## config.mk

```make
export PLATFORM = sky130hd
export DESIGN_NAME = exec_sched
export DESIGN_NICKNAME = d
export VERILOG_FILES = /design/src/rtl/sched_pkg.sv /design/src/rtl/sched_cond.sv /design/src/rtl/sched_lat.sv /design/src/rtl/sched_ctr.sv /design/src/rtl/exec_sched.sv
export SDC_FILE = /design/constraint.sdc
export NUM_CORES = 1
export LEC_CHECK = 0
export BUFFER_PORTS_ARGS = -buffer_cell sky130_fd_sc_hd__buf_2
export CORE_MARGIN = 4
export CORE_UTILIZATION = 59
export CTS_BUF_LIST = sky130_fd_sc_hd__clkbuf_8
export DETAILED_ROUTE_END_ITERATION = 16
export PLACE_DENSITY = 0.86
export SLEW_MARGIN = 0
export SYNTH_ARGS = -nofsm -noshare
export SYNTH_HDL_FRONTEND = slang
export SYNTH_HIERARCHICAL = 1
export SYNTH_SLANG_ARGS = --single-unit
export TNS_END_PERCENT = 1
```

## constraint.sdc

```tcl
create_clock -name clk -period 5.3 [get_ports clk]
set_clock_uncertainty 0.1 [all_clocks]
set_input_delay 0.53 -clock clk [delete_from_list [all_inputs] [get_ports clk]]
set_output_delay 0.53 -clock clk [all_outputs]
set_load 0.02 [all_outputs]
```

## src/rtl/sched_pkg.sv

```systemverilog
package sched_pkg;
  localparam int CLS_W  = 4;
  localparam int COND_W = 3;
  localparam int FLAG_W = 2;
  localparam int FLAG_Z = 0;
  localparam int FLAG_C = 1;

  typedef enum logic [CLS_W-1:0] {
    CL_ALU     = 4'd0,
    CL_IMULDIV = 4'd1,
    CL_FMULDIV = 4'd2,
    CL_MEM     = 4'd3,
    CL_IMM     = 4'd4,
    CL_BRC     = 4'd5,
    CL_BRU     = 4'd6,
    CL_CALLRET = 4'd7,
    CL_TRIG    = 4'd8,
    CL_MOVE    = 4'd9,
    CL_NOP     = 4'd10,
    CL_HALT    = 4'd11
  } op_class_e;

  typedef enum logic [COND_W-1:0] {
    CD_ALWAYS = 3'd0,
    CD_ZERO   = 3'd1,
    CD_NZERO  = 3'd2,
    CD_CARRY  = 3'd3,
    CD_NCARRY = 3'd4
  } cond_e;
endpackage

```

## src/rtl/sched_cond.sv

```systemverilog
module sched_cond
  import sched_pkg::*;
(
  input  logic [COND_W-1:0] cond_i,
  input  logic [FLAG_W-1:0] flags_i,
  output logic              hold_o
);
  always_comb begin
    case (cond_e'(cond_i))
      CD_ALWAYS: hold_o = 1'b1;
      CD_ZERO:   hold_o = flags_i[FLAG_Z];
      CD_NZERO:  hold_o = ~flags_i[FLAG_Z];
      CD_CARRY:  hold_o = flags_i[FLAG_C];
      CD_NCARRY: hold_o = ~flags_i[FLAG_C];
      default:   hold_o = 1'b0;
    endcase
  end
endmodule

```

## src/rtl/sched_lat.sv

```systemverilog
module sched_lat
  import sched_pkg::*;
#(
  parameter int CNT_W     = 8,
  parameter int LAT_ALU   = 1,
  parameter int LAT_IMD   = 4,
  parameter int LAT_FMD   = 4,
  parameter int LAT_MEM   = 2,
  parameter int LAT_IMM   = 1,
  parameter int LAT_MOV   = 1,
  parameter int LAT_TRIG  = 4,
  parameter int LAT_CALL  = 4,
  parameter int LAT_BR_TK = 3,
  parameter int LAT_BR_NT = 1,
  parameter int LAT_BR_U  = 3,
  parameter int LAT_NOP   = 1,
  parameter int LAT_HALT  = 1,
  parameter int LAT_UNDEF = 1
) (
  input  logic [CLS_W-1:0] cls_i,
  input  logic             taken_i,
  output logic [CNT_W-1:0] lat_o
);
  always_comb begin
    case (op_class_e'(cls_i))
      CL_ALU:     lat_o = CNT_W'(LAT_ALU);
      CL_IMULDIV: lat_o = CNT_W'(LAT_IMD);
      CL_FMULDIV: lat_o = CNT_W'(LAT_FMD);
      CL_MEM:     lat_o = CNT_W'(LAT_MEM);
      CL_IMM:     lat_o = CNT_W'(LAT_IMM);
      CL_BRC:     lat_o = taken_i ? CNT_W'(LAT_BR_TK) : CNT_W'(LAT_BR_NT);
      CL_BRU:     lat_o = CNT_W'(LAT_BR_U);
      CL_CALLRET: lat_o = CNT_W'(LAT_CALL);
      CL_TRIG:    lat_o = CNT_W'(LAT_TRIG);
      CL_MOVE:    lat_o = CNT_W'(LAT_MOV);
      CL_NOP:     lat_o = CNT_W'(LAT_NOP);
      CL_HALT:    lat_o = CNT_W'(LAT_HALT);
      default:    lat_o = CNT_W'(LAT_UNDEF);
    endcase
  end
endmodule

```

## src/rtl/sched_ctr.sv

```systemverilog
module sched_ctr #(
  parameter int CNT_W = 8
) (
  input  logic             clk,
  input  logic             rst_n,
  input  logic             load_i,
  input  logic [CNT_W-1:0] load_val_i,
  output logic [CNT_W-1:0] cnt_o,
  output logic             done_o,
  output logic             err_o
);
  logic [CNT_W-1:0] cnt_q, cnt_d;
  logic             done_q, done_d;
  logic             err_q, err_d;
  logic             cnt_en;

  always_comb begin
    cnt_d  = cnt_q;
    err_d  = err_q;
    cnt_en = 1'b0;
    if (load_i) begin
      cnt_en = 1'b1;
      if (load_val_i == '0) begin
        err_d = 1'b1;
        cnt_d = '0;
      end else begin
        cnt_d = load_val_i - 1'b1;
      end
    end else if (cnt_q != '0) begin
      cnt_en = 1'b1;
      cnt_d  = cnt_q - 1'b1;
    end
    done_d = (cnt_d == '0);
  end

  always_ff @(posedge clk or negedge rst_n) begin
    if (!rst_n) begin
      cnt_q  <= '0;
      done_q <= 1'b1;
      err_q  <= 1'b0;
    end else begin
      if (cnt_en) begin
        cnt_q  <= cnt_d;
        done_q <= done_d;
      end
      err_q <= err_d;
    end
  end

  assign cnt_o  = cnt_q;
  assign done_o = done_q;
  assign err_o  = err_q;

  AST_DONE_TRACKS_COUNT: assert property (@(posedge clk) disable iff (!rst_n)
    done_q == (cnt_q == '0));
  AST_COUNT_STEP: assert property (@(posedge clk) disable iff (!rst_n)
    (cnt_q != '0) |=> (cnt_q == $past(cnt_q) - 1'b1));
  AST_ERR_STICKY: assert property (@(posedge clk) disable iff (!rst_n)
    err_q |=> err_q);
  AST_ZERO_LOAD_HOLDS: assert property (@(posedge clk) disable iff (!rst_n)
    (load_i && load_val_i == '0) |=> (cnt_q == '0 && err_q));
endmodule

```

## src/rtl/exec_sched.sv

```systemverilog
module exec_sched
  import sched_pkg::*;
#(
  parameter int CNT_W     = 8,
  parameter int LAT_ALU   = 1,
  parameter int LAT_IMD   = 4,
  parameter int LAT_FMD   = 4,
  parameter int LAT_MEM   = 2,
  parameter int LAT_IMM   = 1,
  parameter int LAT_MOV   = 1,
  parameter int LAT_TRIG  = 4,
  parameter int LAT_CALL  = 4,
  parameter int LAT_BR_TK = 3,
  parameter int LAT_BR_NT = 1,
  parameter int LAT_BR_U  = 3,
  parameter int LAT_NOP   = 1,
  parameter int LAT_HALT  = 1,
  parameter int LAT_UNDEF = 1
) (
  input  logic             clk,
  input  logic             rst_n,
  input  logic             op_valid,
  input  logic [3:0]       op_class,
  input  logic [2:0]       op_cond,
  input  logic [1:0]       flags,
  output logic             exec_done,
  output logic [CNT_W-1:0] cycles_left,
  output logic             halted,
  output logic             int_err
);
  logic             cond_hold;
  logic [CNT_W-1:0] lat;
  logic             accept;
  logic             halted_q, halted_d;
  logic [CNT_W-1:0] cnt;
  logic             done;
  logic             err;

  sched_cond u_cond (
    .cond_i  (op_cond),
    .flags_i (flags),
    .hold_o  (cond_hold)
  );

  sched_lat #(
    .CNT_W(CNT_W), .LAT_ALU(LAT_ALU), .LAT_IMD(LAT_IMD), .LAT_FMD(LAT_FMD),
    .LAT_MEM(LAT_MEM), .LAT_IMM(LAT_IMM), .LAT_MOV(LAT_MOV),
    .LAT_TRIG(LAT_TRIG), .LAT_CALL(LAT_CALL), .LAT_BR_TK(LAT_BR_TK),
    .LAT_BR_NT(LAT_BR_NT), .LAT_BR_U(LAT_BR_U), .LAT_NOP(LAT_NOP),
    .LAT_HALT(LAT_HALT), .LAT_UNDEF(LAT_UNDEF)
  ) u_lat (
    .cls_i   (op_class),
    .taken_i (cond_hold),
    .lat_o   (lat)
  );

  assign accept = op_valid && !halted_q && (cnt == '0);

  sched_ctr #(.CNT_W(CNT_W)) u_ctr (
    .clk        (clk),
    .rst_n      (rst_n),
    .load_i     (accept),
    .load_val_i (lat),
    .cnt_o      (cnt),
    .done_o     (done),
    .err_o      (err)
  );

  always_comb begin
    halted_d = halted_q;
    if (accept && op_class == CL_HALT) halted_d = 1'b1;
  end

  always_ff @(posedge clk or negedge rst_n) begin
    if (!rst_n) halted_q <= 1'b0;
    else        halted_q <= halted_d;
  end

  assign exec_done   = done;
  assign cycles_left = cnt;
  assign halted      = halted_q;
  assign int_err     = err;

  AST_HALT_STICKY: assert property (@(posedge clk) disable iff (!rst_n)
    halted |=> halted);
  AST_HALT_BLOCKS: assert property (@(posedge clk) disable iff (!rst_n)
    (halted && cycles_left == '0) |=> (cycles_left == '0));
  AST_BUSY_IGNORES: assert property (@(posedge clk) disable iff (!rst_n)
    (cycles_left > 8'd1) |=> (cycles_left != '0 && !exec_done));
  AST_UNCOND_COST: assert property (@(posedge clk) disable iff (!rst_n)
    (op_valid && !halted && cycles_left == '0 && op_class == CL_BRU)
      |=> (cycles_left == CNT_W'(LAT_BR_U - 1)));
endmodule

```

Word-level counts from Yosys, hierarchy flattened
Index checks and enable logic that the tools add are counted.
W data, S select, Z words.
{"block": "op_classes", "n_shift": 0, "eq_ne": 12, "reduce_logical": 11, "div": 0, "n_bitwise": 2, "n_lt_le_gt_ge": 0, "mux": 8, "mul": 0, "n_addsub": 2}
{"cell": "$pmux W8 S4", "count": 1}
{"cell": "$logic_not A8 Y1", "count": 3}
{"cell": "$mux W8", "count": 3}
{"cell": "$sub A8 B1 Y8 const B", "count": 2}
{"cell": "$eq A4 B3 Y1 const B", "count": 3}
{"cell": "$eq A4 B2 Y1 const B", "count": 2}
{"cell": "$eq A4 B4 Y1 const B", "count": 2}
{"cell": "$reduce_bool A8 Y1", "count": 1}
{"cell": "$eq A3 B2 Y1 const B", "count": 2}
{"cell": "$pmux W1 S5", "count": 1}
{"cell": "$eq A4 B1 Y1 const B", "count": 1}
{"cell": "$reduce_or A4 Y1", "count": 1}
{"cell": "$eq A3 B1 Y1 const B", "count": 1}
{"cell": "$eq A3 B3 Y1 const B", "count": 1}
{"cell": "$logic_and A1 B1 Y1", "count": 3}
{"cell": "$logic_not A3 Y1", "count": 1}
{"cell": "$mux W1", "count": 2}
{"cell": "$mux W2", "count": 1}
{"cell": "$not A1 Y1", "count": 2}
{"cell": "$reduce_and A2 Y1", "count": 1}
{"cell": "$logic_not A1 Y1", "count": 1}
{"block": "word_totals", "memories": 0, "latch_bits": 0, "regBits": 11, "output_inout_bits": 11, "rom_bits": 0, "inputBits": 12, "word_cells": 39, "ram_bits": 0}

Depth between registers and ports, before layout
{"block": "depth", "word_depth": 8, "depth_mapped": 12, "mapped_depth_nobuf": 12}

Cells and area by module
Netlist, hierarchy kept.
{"mod": "sched_ctr", "instances": 1, "seq_area_each_um2": 251.5, "cells_per_inst": 79, "area_per_inst_um2": 772.0}
{"mod": "sched_lat", "instances": 1, "seq_area_each_um2": 0.0, "cells_per_inst": 17, "area_per_inst_um2": 125.1}
{"mod": "exec_sched", "instances": 1, "seq_area_each_um2": 25.0, "cells_per_inst": 10, "area_per_inst_um2": 78.8}
{"mod": "sched_cond", "instances": 1, "seq_area_each_um2": 0.0, "cells_per_inst": 6, "area_per_inst_um2": 28.8}

Worst setup path after synthesis
Ideal clock, no wire load.
{"block": "synth_path", "kind": "input to register", "startpoint": "input op_class[1]", "endpoint": "register u_ctr.done_q, in the netlist u_ctr/done_o", "path_slack_ns": 2.423, "setup_time_ns": 0.086, "cell_stages": 9, "path_buffers": 0, "required_time_ns": 5.114, "arrival_time_ns": 2.691, "cell_sequence": "nor4b_1 -> a311oi_1 -> inv_1 -> ha_1 -> or2b_2 -> a2111oi_4 -> nor4_2 -> or4_1 -> o31ai_2"}
{"block": "synth_between", "elab_chain_len": 7, "elab_cells_between_ends": 14, "cone_classes": "add/sub (1); eq/ne (7); mux (3); reduce/logical (3)"}
{"item": "from (decl)", "line": "exec_sched.sv:23", "source": "input logic [3:0] op_class,"}
{"item": "$eq A4 B1 Y1, or another cell as far along", "line": "sched_lat.sv:25", "source": "case (op_class_e'(cls_i))"}
{"item": "$reduce_or A4 Y1 (no source line)"}
{"item": "$pmux W8 S4 *", "line": "sched_lat.sv:25"}
{"item": "net lat[0]", "line": "exec_sched.sv:32", "source": "logic [CNT_W-1:0] lat;"}
{"item": "$sub A8 B1 Y8 or $logic_not A8 Y1 (tied branches)", "line": "sched_ctr.sv:27, sched_ctr.sv:23"}
{"item": "$mux W8 *", "line": "sched_ctr.sv:23", "source": "if (load_val_i == '0) begin"}
{"item": "$mux W8 *", "line": "sched_ctr.sv:21", "source": "if (load_i) begin"}
{"item": "$logic_not A8 Y1 *", "line": "sched_ctr.sv:33", "source": "done_d = (cnt_d == '0);"}
{"item": "to (signal assigned)", "line": "sched_ctr.sv:44", "source": "done_q <= done_d;"}
{"item": "to (decl)", "line": "sched_ctr.sv:13", "source": "logic done_q, done_d;"}
The timed path passes the listed nets; every way through them passes the cells marked *.
A chain may end at the register's enable or synchronous reset.

Final worst setup path
Same ends and word-level chain as after synthesis.

==> results.ini <==
[worst_setup_path]
critPathMaxStageDelay_ps = 530
critPathArrivalTime_ps = 3120
crit_required_ps = 5350
worstSetupPathType = primary input to flop
critPathSlowestCell = or4_1
cp_max_fo = 7
crit_family = simple AND/OR/NAND/NOR gates
reg2reg_to = u_ctr/done_o$_DFFE_PN1P_
worstSetupEndpointType = flop
cp-start-kind = primary input
path_cells = buf_2, nor4b_1, a311oi_1, inv_1, ha_1, or2b_2, a2111oi_4, nor4_2, or4_1, o31ai_2
rr_worst_depth = 8
cp_num_buf_inv = 2
ff2ff_setup_slack_ps = 2350
timing.rr.start = u_ctr/cnt_o[7]$_DFFE_PN0P_

[yosys]
ys.warnings.count = 6
syn_area_mm2 = 0.001005
syn_inst = 112
seq_area_frac_synth_pct = 27.52
synth-edff-count = 0
synth_ff_type = dfrtp_1
synth.distinct_cells = 46
ys_seq_elements = 11
async_reset_ff_share_pct = 100.0
avgSynthCellArea_um2 = 8.971

[timing]
holdWs_ps = 64.01
maxSlewHeadroom_pct = 48.68
fin_crit_ps = 3071
hold_viol_final = 0
fin_tns_setup_ps = 0
setup_violations = 0
drv_slew = 0
worst_pin_slew_ps = 762.8
rsz0062_at_grt = false
fmax_mhz = 325.7
period_share_pct = 57.94

[global_route]
grt_pass1_vias = 824
grt_use_total_pct = 19.56
grt_pass1_wl_mm = 3.677
antenna_found_initial = 0
grt.overflow.total = 0
grt_max_degree = 12

[finish]
nets = 152
register_area_um2 = 276.5
antenna_cells = 0
multiInputGateArea_um2 = 648.1
fill_cells = 120
area.growth.synth_to_final_pct = 14.32
final_common_cell = buf_2
drive_above_1_share_pct = 25.19
final_cell_mix = buf_2, inv_1, dfrtp_1

[die]
coreArea_mm2 = 0.001559
dieArea_mm2 = 0.002427
ioPinCount = 23
rows = 14
die_width_um = 49.27
initial_utilization_pct = 64.45
fp.dieH_um = 49.27

[placement]
place_congestion = 0.8308
io_buffers = 22
hpwl_mm = 1.666

[routing]
drtIter0Drc = 50
wl_per_cell_um = 15.01
wl_mm = 2.266
vias = 935
ant_nets = 0
drc = 0
first_pass_iters = 5
via_per_inst = 6.192

[clock_network]
cts_max_path_buffers = 2
hold_buffers = 0
clk-insertion-delay-late_ps = 230
clk_pin_slew_worst_paths_ps = 50
cts_setup_buffers = 0
cts_buffers = 3
cts_resized = 0
cts_num_sinks = 11
cts.htree.levels = 1
tritoncts = done
cts_root_buf = clkbuf_8

[pwr]
vdd_drop_max_mv = 0.1071
power_density_mw_per_mm2 = 169.7
p_leak_nw = 0.4746

[job]
drv_cap = 0

[min_path]
min_path_type = primary input to asynchronous set/reset pin

[run_status]
status = finished clean

registers in the layout, summed over array words and instances, names as in the netlist:
name,count
u_ctr/cnt_o,8
halted,1
u_ctr/err_o,1
u_ctr/done_o,1
area by class of cell:
| class | count | area share [%] |
|---|---|---|
| Clock buffer | 3 | 3.595 |
| Timing Repair Buffer | 22 | 9.586 |
| Sequential cell | 11 | 24.07 |
| Clock inverter | 1 | 0.3268 |
| Inverter | 13 | 4.248 |
| Tap cell | 16 | 1.743 |
| Multi-Input combinational cell | 85 | 56.43 |
power breakdown:
| group | switching, W | total [W] | internal (W) |
|---|---|---|---|
| combinational | 0.0000194 | 0.0000331 | 0.0000137 |
| clock | 0.0000270 | 0.0000775 | 0.0000504 |
| sequential | 0 | 0.0000843 | 0.0000843 |
cells in the mapped netlist (2+ instances only):
library cell  number  area, um2
a21oi_1            2      10.01
a31oi_1            3      18.77
buf_4              5      37.54
dfrtp_1           10      250.2
ha_1               4      50.05
inv_1             13      48.80
nand2_1            2      7.510
nand2b_1           2      12.51
nand3_1            2      10.01
nor2_1             7      26.28
nor3_1             3      15.01
nor3b_1            6      45.04
nor4_1             2      12.51
nor4b_1            2      17.52
o21ai_0            2      10.01
o22ai_1            5      31.28
o31a_1             2      17.52
o31ai_2            2      25.02
o32ai_1            3      26.28
xnor2_1            9      78.83
metal layers:
metal  global-route usage (%)  share of wire (%)  vias up
li1                         -                  -      458
met1                    24.29                 44      411
met2                    31.25                 45       56
met3                    3.058                7.8       10
met4                    12.32                3.4        0
met5                        0                  0        -
worst max-delay path by stage:
stage                      startpoint                       end  slack [ps]  cells after the start
final                     op_class[1]  u_ctr/done_o$_DFFE_PN1P_        2230                     10
after global routing      op_class[1]  u_ctr/done_o$_DFFE_PN1P_        2040                     10
after CTS                 op_class[1]  u_ctr/done_o$_DFFE_PN1P_        2240                     10
after detailed placement  op_class[1]  u_ctr/done_o$_DFFE_PN1P_        2010                     10
after global placement    op_class[1]  u_ctr/done_o$_DFFE_PN1P_        2090                     10
after floorplan           op_class[1]  u_ctr/done_o$_DFFE_PN1P_        2420                      9
metrics by stage:
step                utilization [%]  cells  instance area (um2)  setup slack [ps]  total power, W
finish                        73.68    151                 1149              2229       0.0001949
global route                  73.68    151                 1149              2043       0.0002064
CTS                           73.68    151                 1149              2244       0.0001966
detailed placement            70.79    147                 1104              2011       0.0001175
global placement              70.79    147                 1104              2086       0.0001161
floorplan                         -    116                 1020              2423       0.0001087
logic make-up after synthesis:
| family | after synthesis | synth area share, % |
|---|---|---|
| simple gates | 38 | 25.03 |
| compound gates | 28 | 23.79 |
| buf+inv | 20 | 9.464 |
| flops | 11 | 27.52 |
| xor+xnor | 9 | 7.846 |
| fa+ha+maj | 4 | 4.982 |
| other cells | 1 | 0.3732 |
| mux | 1 | 0.9963 |
No activity file was read; power rests on OpenSTA's default activity.
